===== src/rtl/hs_pkg.sv =====
`timescale 1ns/1ps
package hs_pkg;
  typedef enum logic [1:0] {
    ST_OFF   = 2'd0,
    ST_INR   = 2'd1,
    ST_OPER  = 2'd2,
    ST_THERM = 2'd3
  } hs_state_t;

  typedef struct packed {
    logic pass_en;
    logic lim_oper;
    logic conv_en;
    logic ss_dis;
  } hs_ctl_t;
endpackage


===== src/rtl/hs_uv_filter.sv =====
`timescale 1ns/1ps
module hs_uv_filter #(
  parameter int VW      = 8,
  parameter int VON_TH  = 38,
  parameter int VOFF_TH = 32,
  parameter int PRESC   = 50000,
  parameter int FILT    = 90
) (
  input  logic          clk,
  input  logic          rst,
  input  logic [VW-1:0] vport,
  output logic          uv_ok
);
  localparam int PW = $clog2(PRESC > 1 ? PRESC : 2);
  localparam int FW = $clog2(FILT > 1 ? FILT : 2);
  localparam logic [VW-1:0] VON_V  = VW'(VON_TH);
  localparam logic [VW-1:0] VOFF_V = VW'(VOFF_TH);
  localparam logic [PW-1:0] PLAST  = PW'(PRESC - 1);
  localparam logic [FW-1:0] FLAST  = FW'(FILT - 1);

  logic          raw;
  logic          agree;
  logic          tick;
  logic [FW-1:0] cnt;

  // threshold depends on current state: hysteresis band
  assign raw   = uv_ok ? (vport >= VOFF_V) : (vport > VON_V);
  assign agree = (raw == uv_ok);

  generate
    if (PRESC > 1) begin : g_presc
      logic [PW-1:0] pre;
      always_ff @(posedge clk) begin
        if (rst || agree)     pre <= '0;
        else if (pre == PLAST) pre <= '0;
        else                  pre <= pre + 1'b1;
      end
      assign tick = !agree && (pre == PLAST);
    end else begin : g_nopresc
      assign tick = !agree;
    end
  endgenerate

  always_ff @(posedge clk) begin
    if (rst) begin
      cnt   <= '0;
      uv_ok <= 1'b0;
    end else if (agree) begin
      cnt <= '0;
    end else if (tick) begin
      if (cnt == FLAST) begin
        cnt   <= '0;
        uv_ok <= ~uv_ok;
      end else begin
        cnt <= cnt + 1'b1;
      end
    end
  end

  // filtered state only flips while the raw compare disagreed
  assert_flip_needs_mismatch_R1: assert property (@(posedge clk) disable iff (rst)
    !$stable(uv_ok) |-> $past(!agree));

  // an agreeing cycle empties the window, so no flip follows at once
  assert_reload_blocks_flip_R3: assert property (@(posedge clk) disable iff (rst)
    (agree && FILT > 1) |=> $stable(uv_ok));
endmodule


===== src/rtl/hs_lim_fsm.sv =====
`timescale 1ns/1ps
module hs_lim_fsm
  import hs_pkg::*;
#(
  parameter int VDSW   = 8,
  parameter int VDS_LO = 1,
  parameter int VDS_HI = 8
) (
  input  logic            clk,
  input  logic            rst,
  input  logic            uv_ok,
  input  logic            otemp,
  input  logic [VDSW-1:0] vds,
  input  logic            gate_hi,
  output hs_ctl_t         ctl
);
  localparam logic [VDSW-1:0] LO_V = VDSW'(VDS_LO);
  localparam logic [VDSW-1:0] HI_V = VDSW'(VDS_HI);

  hs_state_t st, st_nx;
  logic      promote, demote;

  assign promote = (vds < LO_V) && gate_hi;
  assign demote  = (vds >= HI_V);

  always_comb begin
    st_nx = st;
    if (otemp) begin
      st_nx = ST_THERM;                 // highest priority, every cycle
    end else begin
      unique case (st)
        ST_OFF:   if (uv_ok) st_nx = ST_INR;
        ST_INR:   if (!uv_ok) st_nx = ST_OFF;
                  else if (promote) st_nx = ST_OPER;
        ST_OPER:  if (!uv_ok) st_nx = ST_OFF;
                  else if (demote) st_nx = ST_INR;
        ST_THERM: st_nx = uv_ok ? ST_INR : ST_OFF;
        default:  st_nx = ST_OFF;
      endcase
    end
  end

  always_ff @(posedge clk) begin
    if (rst) st <= ST_OFF;
    else     st <= st_nx;
  end

  always_comb begin
    ctl = '{pass_en: 1'b0, lim_oper: 1'b0, conv_en: 1'b0, ss_dis: 1'b1};
    case (st)
      ST_INR:  ctl.pass_en = 1'b1;
      ST_OPER: ctl = '{pass_en: 1'b1, lim_oper: 1'b1, conv_en: 1'b1, ss_dis: 1'b0};
      default: ;
    endcase
  end

  assert_therm_off_R7: assert property (@(posedge clk) disable iff (rst)
    otemp |=> (!ctl.pass_en && !ctl.conv_en && !ctl.lim_oper && ctl.ss_dis));

  assert_promote_qual_R5: assert property (@(posedge clk) disable iff (rst)
    $rose(ctl.lim_oper) |-> $past((vds < LO_V) && gate_hi && !otemp));

  assert_demote_R6: assert property (@(posedge clk) disable iff (rst)
    (ctl.lim_oper && (vds >= HI_V) && !otemp) |=> !ctl.lim_oper);

  assert_uv_open_R2: assert property (@(posedge clk) disable iff (rst)
    !uv_ok |=> !ctl.pass_en);

  assert_recover_inrush_R8: assert property (@(posedge clk) disable iff (rst)
    (st == ST_THERM && !otemp && uv_ok) |=> (ctl.pass_en && !ctl.lim_oper && ctl.ss_dis));
endmodule


===== src/rtl/pd_hotswap_seq.sv =====
`timescale 1ns/1ps
module pd_hotswap_seq
  import hs_pkg::*;
#(
  parameter int VW      = 8,
  parameter int VDSW    = 8,
  parameter int VON_TH  = 38,
  parameter int VOFF_TH = 32,
  parameter int VDS_LO  = 1,
  parameter int VDS_HI  = 8,
  parameter int PRESC   = 50000,
  parameter int FILT    = 90
) (
  input  logic            clk,
  input  logic            rst,
  input  logic [VW-1:0]   vport,
  input  logic [VDSW-1:0] vds,
  input  logic            gate_hi,
  input  logic            otemp,
  output logic            lim_oper,
  output logic            pass_en,
  output logic            conv_en,
  output logic            ss_dis
);
  logic    uv_ok;
  hs_ctl_t ctl;

  hs_uv_filter #(.VW(VW), .VON_TH(VON_TH), .VOFF_TH(VOFF_TH),
                 .PRESC(PRESC), .FILT(FILT)) u_filt (
    .clk(clk), .rst(rst), .vport(vport), .uv_ok(uv_ok));

  hs_lim_fsm #(.VDSW(VDSW), .VDS_LO(VDS_LO), .VDS_HI(VDS_HI)) u_fsm (
    .clk(clk), .rst(rst), .uv_ok(uv_ok), .otemp(otemp),
    .vds(vds), .gate_hi(gate_hi), .ctl(ctl));

  assign pass_en  = ctl.pass_en;
  assign lim_oper = ctl.lim_oper;
  assign conv_en  = ctl.conv_en;
  assign ss_dis   = ctl.ss_dis;

  // converter never runs while the switch is open
  assert_conv_needs_pass_R9: assert property (@(posedge clk) disable iff (rst)
    conv_en |-> (pass_en && !ss_dis));
endmodule


===== config.mk =====
export PLATFORM = sky130hd
export DESIGN_NAME = pd_hotswap_seq
export DESIGN_NICKNAME = d
export VERILOG_FILES = /design/src/rtl/hs_pkg.sv /design/src/rtl/hs_uv_filter.sv /design/src/rtl/hs_lim_fsm.sv /design/src/rtl/pd_hotswap_seq.sv
export SDC_FILE = /design/constraint.sdc
export NUM_CORES = 1
export LEC_CHECK = 0
export BUFFER_PORTS_ARGS = -buffer_cell sky130_fd_sc_hd__buf_2
export CAP_MARGIN = 25
export CORE_UTILIZATION = 54
export CTS_CLUSTER_SIZE = 12
export DETAILED_ROUTE_END_ITERATION = 10
export PLACE_DENSITY = 0.84
export SLEW_MARGIN = 20
export SYNTH_ARGS = -nofsm -noshare
export SYNTH_HDL_FRONTEND = slang
export SYNTH_SLANG_ARGS = --single-unit

===== constraint.sdc =====
create_clock -name clk -period 2.6 [get_ports clk]
set_clock_uncertainty 0.15 [all_clocks]
set_input_delay 0.13 -clock clk [delete_from_list [all_inputs] [get_ports clk]]
set_output_delay 0.13 -clock clk [all_outputs]
set_load 0.01 [all_outputs]

# Word level (Yosys, flattened, before mapping)
# Index checks and enable logic that the tools add are counted.
[word_totals] regBits=26
[classes] add_sub_neg=2 magnitude_cmp=4 n_eq_ne=9 mux=12 n_bitwise=2 reduce_logical=10
[op_table] op="$add 16x1->16 const B" n=1
[op_table] op="$eq 16x16->1 const B" n=1
[op_table] op="$mux 2" n=6
[op_table] op="$ge 8x4->1 const B" n=1
[op_table] op="$ge 8x6->1 const B" n=1
[op_table] op="$gt 8x6->1 const B" n=1
[op_table] op="$lt 8x1->1 const B" n=1
[op_table] op="$ne 4x3->1 const B" n=2
[op_table] op="$pmux 2 s4" n=1
[op_table] op="$add 7x1->7 const B" n=1
[op_table] op="$eq 7x7->1 const B" n=1
[op_table] op="$mux 7" n=1
[op_table] op="$reduce_and 3->1" n=2
[op_table] op="$reduce_or 2->1" n=3
[op_table] op="$eq 2x2->1 const B" n=2
[op_table] op="$mux 1" n=3
[op_table] op="$mux 3" n=1
[op_table] op="$ne 3x3->1 const B" n=1
[op_table] op="$eq 2x1->1 const B" n=1
[op_table] op="$logic_and 1x1->1" n=2
[op_table] op="$logic_not 2->1" n=1
[op_table] op="$not 1->1" n=2
[op_table] op="$eq 1x1->1" n=1
[op_table] op="$logic_not 1->1" n=1
[op_table] op="$logic_or 1x1->1" n=1

# Logic depth before layout (Yosys ltp)
# Gate-level depths: netlist (run 1).
[logic_depth] ltp_word=6 depth_mapped=7 depth_no_buf=7

# Hierarchy
# A second synthesis (run 1) with hierarchy kept.
[unflattened] cells_unflattened=151 hier_area_um2=1340.0
[by_module_without_submodules] module="hs_uv_filter" n_inst=1 cells_per_inst=126 area_each_um2=1131.1 seq_area_each_um2=480.5
[by_module_without_submodules] module="hs_lim_fsm" n_inst=1 cells_per_inst=25 area_each_um2=209.0 seq_area_each_um2=40.0

# Worst setup path before layout (run 1)
# OpenSTA, ideal clock, no wires.
[synth_path] path_kind="flip-flop to flip-flop" start="reg u_filt.g_presc.pre[12]" end="reg u_filt.g_presc.pre[10]" setup_time_ps=117 arrival_ps=1907 t_required_ps=2333 setup_slack_ps=425 stages_incl_launch_ff=7 period_less_slack_ps=2175 cell_sequence="dfxtp_1 -> or4b_4 -> nor4_4 -> or3_2 -> clkbuf_1 -> buf_2 -> nor2_1"
[synth_between] elab_chain_len=2
[synth_lines] item="start: declaration" line_no="hs_uv_filter.sv:32" text="logic [PW-1:0] pre;"
[synth_lines] item="start signal: assignment" line_no="hs_uv_filter.sv:36" text="else pre <= pre + 1'b1;"
[synth_lines] item="$eq 16x16->1" line_no="hs_uv_filter.sv:35" text="else if (pre == PLAST) pre <= '0;"
[synth_lines] item="$reduce_or 2->1 (no source line)"
# Every way passes these cells.
# A chain may end at the register's enable or synchronous reset.

# Final worst setup path (run 1)
[layout_path] start="reg u_filt.g_presc.pre[12]" end="reg u_filt.cnt[5]"
[layout_between] elab_chain_len=2
[layout_lines] item="$eq 16x16->1" line_no="hs_uv_filter.sv:38" text="assign tick = !agree && (pre == PLAST);"
[layout_lines] item="$logic_and 1x1->1" line_no="hs_uv_filter.sv:38"
[layout_lines] item="end signal: assignment" line_no="hs_uv_filter.sv:55" text="cnt <= cnt + 1'b1;"
[layout_lines] item="end: declaration" line_no="hs_uv_filter.sv:24" text="logic [FW-1:0] cnt;"
# Every way passes these cells.

==> results of run 1 <==
cell families (layout without fill, tap and decap cells):
logic type | Yosys count | in the layout | share of synthesized area, %
AO/OA/AOI/OAI | 22 | 22 | 11.73
flip-flops | 26 | 26 | 38.73
multiplexers | 1 | 1 | 0.7449
AND/OR/NAND/NOR | 71 | 71 | 28.40
adder cells (fa/ha/maj) | 6 | 6 | 5.586
buffers and inverters | 12 | 36 | 3.725
XOR/XNOR | 17 | 17 | 11.08
stage by stage:
step / hold slack (ns) / worst slack [ns] / utilization, % / total power [mW] / area [um2]
2_1_floorplan: 0.05238 / 0.4253 / - / 0.4644 / 1344
3_3_place_gp: 0.2110 / 0.3733 / 64.76 / 0.4873 / 1474
3_5_place_dp: 0.2142 / 0.3342 / 64.76 / 0.4908 / 1474
4_1_cts: 0.04490 / 0.3024 / 67.51 / 0.7653 / 1536
5_1_grt: 0.04752 / 0.1692 / 67.51 / 0.7909 / 1536
6_report: 0.07084 / 0.3158 / 67.51 / 0.7578 / 1536
area by class of cell:
type / instances / area, um2
clock buffer: 3 / 22.52
clock inverter: 1 / 30.03
fill: 180 / 739.5
inverter: 8 / 30.03
multi-input combinational: 117 / 773.2
sequential: 26 / 520.5
tap: 28 / 35.03
timing repair buffer: 24 / 125.1
cell usage after synthesis, types with 3 or more instances:
library cell   n
nor2_1        24
or3_1          3
ha_1           6
o21ai_0        4
and3_1         3
xor2_1         8
xnor2_1        9
a21oi_1        5
nor3_1         4
nand3_1       11
dfxtp_1       26
inv_1          8
nand2_1       10
power by group through the flow:
stage | clock network (mW) | logic, mW | registers, mW
floorplan | 0 | 0.0460 | 0.418
global placement | 0 | 0.0684 | 0.419
global route | 0.297 | 0.0822 | 0.412
finish | 0.275 | 0.0721 | 0.411
detailed placement | 0 | 0.0713 | 0.420
CTS | 0.282 | 0.0730 | 0.411
worst paths after layout:
path	endpoint	depth (start not counted)	slack, ns	startpoint
max reg2reg	u_filt.cnt[5]	5	0.32	u_filt.g_presc.pre[12]
max	u_filt.cnt[5]	5	0.32	u_filt.g_presc.pre[12]
min	u_fsm.st[0]	3	0.07	otemp
min reg2reg	u_filt.g_presc.pre[0]	1	0.31	u_filt.g_presc.pre[0]
timing repair:
item                                   in CTS  in global routing
buffers inserted                            0                  0
endpoints found under the hold margin       3                  0
hold buffers                                1                  0
layer usage:
layer / global-route usage (%) / part of all wire [%] / up-vias
met1: 25.05 / 45 / 534
li1: - / - / 596
met5: 0 / 0 / -
met3: 6.433 / 2.4 / 5
met2: 42.31 / 51 / 11
met4: 6.757 / 1.3 / 0
sequential cells by signal (all words and copies together) (netlist names):
register / cells
u_filt.cnt: 7
u_filt.uv_ok: 1
u_fsm.st: 2
u_filt.g_presc.pre: 16
worst max-delay path, delay by kind of cell, from the launching register on:
kind,cells,cell delay (ns)
DFF,1,0.38
and+or+nand+nor,3,1.41
AOI/OAI and AO/OA,2,0.30
==> results.yml, run 1 <==
run_status:
  status: "complete, no violations"
critical_path:
  endpoint_kind: "flop"
  critical_path_class: "flop to flop"
  worstPathCellList: "or4b_4 -> nor4_4 -> o211ai_2 -> or4_1 -> a21oi_1"
  start_kind: "flop"
  required_ns: 2.72
  cp_slowest_cell: "or4b_4"
  critPathMaxStageDelay_ns: 0.56
  worstPathMaxFanout: 6
  cp_data_arrival_time_ns: 2.41
flow_run:
  maxCapViolations: 0
routing:
  wire_per_inst_um: 12.30
  drc: 0
  totalWireLength_mm: 2.547
  vias: 1146
  drt-pass1-iter-count: 4
  via_per_inst: 5.536
  first_iter_violations: 14
  drtAntennaViolNets: 0
clock_tree:
  cts_root_buffer: "clkbuf_4"
  cts_buffers: 3
  clockBufferDepth: 2
  cts_resized: 0
  cts.sinks: 26
  h-tree-depth: 1
  cts_tree: "built"
  insertion_delay_ns: 0.33
  clkTransAtPathRegs_ns: 0.14
synthesis:
  synth.largest_area_cell: "dfxtp_1"
  syn_area_um2: 1344
  async_reset_ff_share_pct: 0
  ys_top_cells_by_area: "dfxtp_1 39%, nor2_1 6.7%, xnor2_1 5.9%"
  synth.net_count: 181
  yosysTopAreaCellShare_pct: 38.73
  syn_avg_cell_area_um2: 8.670
  yosysWarningCount: 0
  yosys_most_used_dff: "dfxtp_1"
  synth.distinct_cells: 39
  synth_edf_count: 0
  ys_ff_latch: 26
  netlist_instances: 155
  seq_area_frac_synth_pct: 38.73
cells_and_area:
  layout_common_cells: "26 x dfxtp_1, 24 x nor2_1, 23 x buf_2"
  final_common_cell: "dfxtp_1"
  syn_to_final_growth_pct: 14.34
  n_antenna_cell: 0
  final_cells: 207
  drive_gt1_share_pct: 19.55
  nets: 206
timing:
  finalSetupTns_ns: 0
  tightestPinTransition_ns: 0.6182
  fin_crit_sh_pct: 87.86
  setup_violations: 0
  min_period_ns: 2.284
  maxSlewViolCount: 0
  rsz0062_at_grt: "false"
  clock.fmax_mhz: 437.8
  slew_headroom_pct: 58.35
  hold_viol: 0
global_route:
  grt_pass1_vias: 1164
  grt_use_total_pct: 22.96
  grt_max_degree: 17
  gr-total-overflow: 0
  grt_first_pass_wirelength_mm: 4.636
  antenna_found_initial: 0
floorplan:
  die_y_um: 51.89
  io_pins: 24
  die_x_um: 51.89
  dieArea_um2: 2692
  num_rows: 17
  core_area_um2: 2276
  initial_core_util_pct: 59.04
placement:
  gp_congestion: 0.7878
  dp.cells: 202
  portBuffers: 23
  hpwl_mm: 1.966
power_and_ir_drop:
  combPwrFrac_pct: 9.5
  seqPwrFrac_pct: 54.2
  peakVddDrop_mv: 0.6441
  sw_frac_of_total_pct: 21.56
  intPower_mw: 0.5944
  leakagePower_nw: 0.5748
  pwr-share-clk_pct: 36.3
  p_per_area_nw_per_um2: 493.2
  p_sw_mw: 0.1634
min_path:
  min_path_type: "input port to flop"
Power figures use the tool's default switching activity.
==> inputs of run 2 (changes only) <==
- CTS_BUF_LIST: default -> sky130_fd_sc_hd__clkbuf_16
==> run 2 against run 1 <==
Against the previous run:
- core utilization increased by 2.3 points
- sequential power hardly changed
- worst hold slack improved by 0.073 ns
- critical path type unchanged
- highest routed layer unchanged
==> results.yml, run 2 (synthesis gave the netlist of run 1 again) <==
run_status:
  status: "complete, no violations"
global_route:
  grt_pass1_vias: 1216
  antenna_found_initial: 0
  grt_max_degree: 17
  gr-total-overflow: 0
  grt_use_total_pct: 23.70
  grt_first_pass_wirelength_mm: 4.795
critical_path:
  cp_slowest_cell: "or4b_1"
  worstPathCellList: "or4b_1 -> nor4_4 -> o211ai_2 -> or4_1 -> a21oi_1"
  worstPathMaxFanout: 6
  required_ns: 2.64
  critPathTopFamily: "simple AND/OR/NAND/NOR gates"
  critPathMaxStageDelay_ns: 0.51
  start_kind: "flop"
  critical_path_class: "flop to flop"
  cp_data_arrival_time_ns: 2.33
  endpoint_kind: "flop"
  crit_buf_inv: 0
timing:
  setup_violations: 0
  setup_slack_ns: 0.3165
  maxSlewViolCount: 0
  min_period_ns: 2.284
  clock.fmax_mhz: 437.9
  slew_headroom_pct: 58.17
  hold_viol: 0
  finalSetupTns_ns: 0
  fin_crit_sh_pct: 87.83
  rsz0062_at_grt: "false"
  tightestPinTransition_ns: 0.6209
cells_and_area:
  num-fill-cells: 169
  syn_to_final_growth_pct: 18.25
  stdcell_area_um2: 1589
  final_common_cell: "dfxtp_1"
  multi_input_area_um2: 773.2
  layout_common_cells: "26 x dfxtp_1, 24 x nor2_1, 23 x buf_2"
  regMostFlops: "u_filt.g_presc.pre"
  reg.largest.list: "u_filt.g_presc.pre (16), u_filt.cnt (7), u_fsm.st (2)"
  drive_gt1_share_pct: 19.55
  n_antenna_cell: 0
  seq_area_um2: 520.5
  nets: 206
  largest_register_ffs: 16
floorplan:
  die_x_um: 51.89
  core_area_um2: 2276
  num_rows: 17
  io_pins: 24
  die_y_um: 51.89
  initial_core_util_pct: 59.04
  dieArea_um2: 2692
clock_tree:
  cts_buffers: 3
  cts_resized: 0
  clkTransAtPathRegs_ns: 0.06
  insertion_delay_ns: 0.26
  post-cts-setup-buffers: 0
  cts_tree: "built"
  cts.sinks: 26
  cts_root_buffer: "clkbuf_16"
  clockBufferDepth: 2
  h-tree-depth: 1
routing:
  first_iter_violations: 18
  drt-pass1-iter-count: 4
  wire_per_inst_um: 12.78
  drc: 0
  totalWireLength_mm: 2.645
  vias: 1165
  via_per_inst: 5.628
  drtAntennaViolNets: 0
power_and_ir_drop:
  p_per_area_nw_per_um2: 580.6
  leakagePower_nw: 0.5980
  finalPower_mw: 0.9226
  peakVddDrop_mv: 0.4840
placement:
  hpwl_mm: 1.966
  placed_cell_area_um2: 1474
  portBuffers: 23
  pre_cts_slack_ns: 0.3342
  gp_congestion: 0.7878
min_path:
  min_path_type: "input port to flop"
flow_run:
  maxCapViolations: 0
## run 2: cell type report
| type | count | share of cell area, % |
|---|---|---|
| clock buffer | 3 | 4.724 |
| clock inverter | 1 | 1.890 |
| inverter | 8 | 1.890 |
| multi-input combinational | 117 | 48.66 |
| sequential | 26 | 32.76 |
| tap | 28 | 2.205 |
| timing repair buffer | 24 | 7.874 |
## run 2: metrics by stage
stage          utilization, %  hold WS [ns]  cells
2_1_floorplan               -       0.05238    155
3_3_place_gp            64.76        0.2110    202
3_5_place_dp            64.76        0.2142    202
4_1_cts                 69.82        0.1265    207
5_1_grt                 69.82        0.1546    207
6_report                69.82        0.1442    207
## run 2: path summary, 6_finish.rpt
path | slack, ns | startpoint | to | depth (start not counted)
max reg2reg | 0.32 | u_filt.g_presc.pre[3] | u_filt.cnt[5] | 5
min reg2reg | 0.30 | u_filt.g_presc.pre[0] | u_filt.g_presc.pre[0] | 1
max | 0.32 | u_filt.g_presc.pre[3] | u_filt.cnt[5] | 5
min | 0.14 | otemp | u_fsm.st[1] | 3
## run 2: power by group
part | internal, mW | leakage, nW | switching [mW]
Clock | 0.306 | 0.0511 | 0.134
Sequential | 0.406 | 0.210 | 0.00497
Combinational | 0.0328 | 0.336 | 0.0396
Total | 0.744 | 0.598 | 0.178
## run 2: repair_timing
item,4_1_cts,5_1_grt
hold buffers,1,0
endpoints found under the hold margin,3,0
setup endpoints to repair,0,0
## run 2: layer usage
layer / share of wire, % / GRT usage (%) / up-vias / routed length, um
li1: - / - / 594 / -
met1: 42 / 24.86 / 552 / 1120
met2: 53 / 44.66 / 17 / 1414
met3: 3.7 / 5.848 / 2 / 98
met4: 0.42 / 8.559 / 0 / 11
met5: 0 / 0 / - / 0
## run 2: worst reg2reg max path, stage by stage (launching register included)
cell and delay, ns:
dfxtp_1 0.42, or4b_1 0.51, nor4_4 0.43, o211ai_2 0.16, or4_1 0.41, a21oi_1 0.14
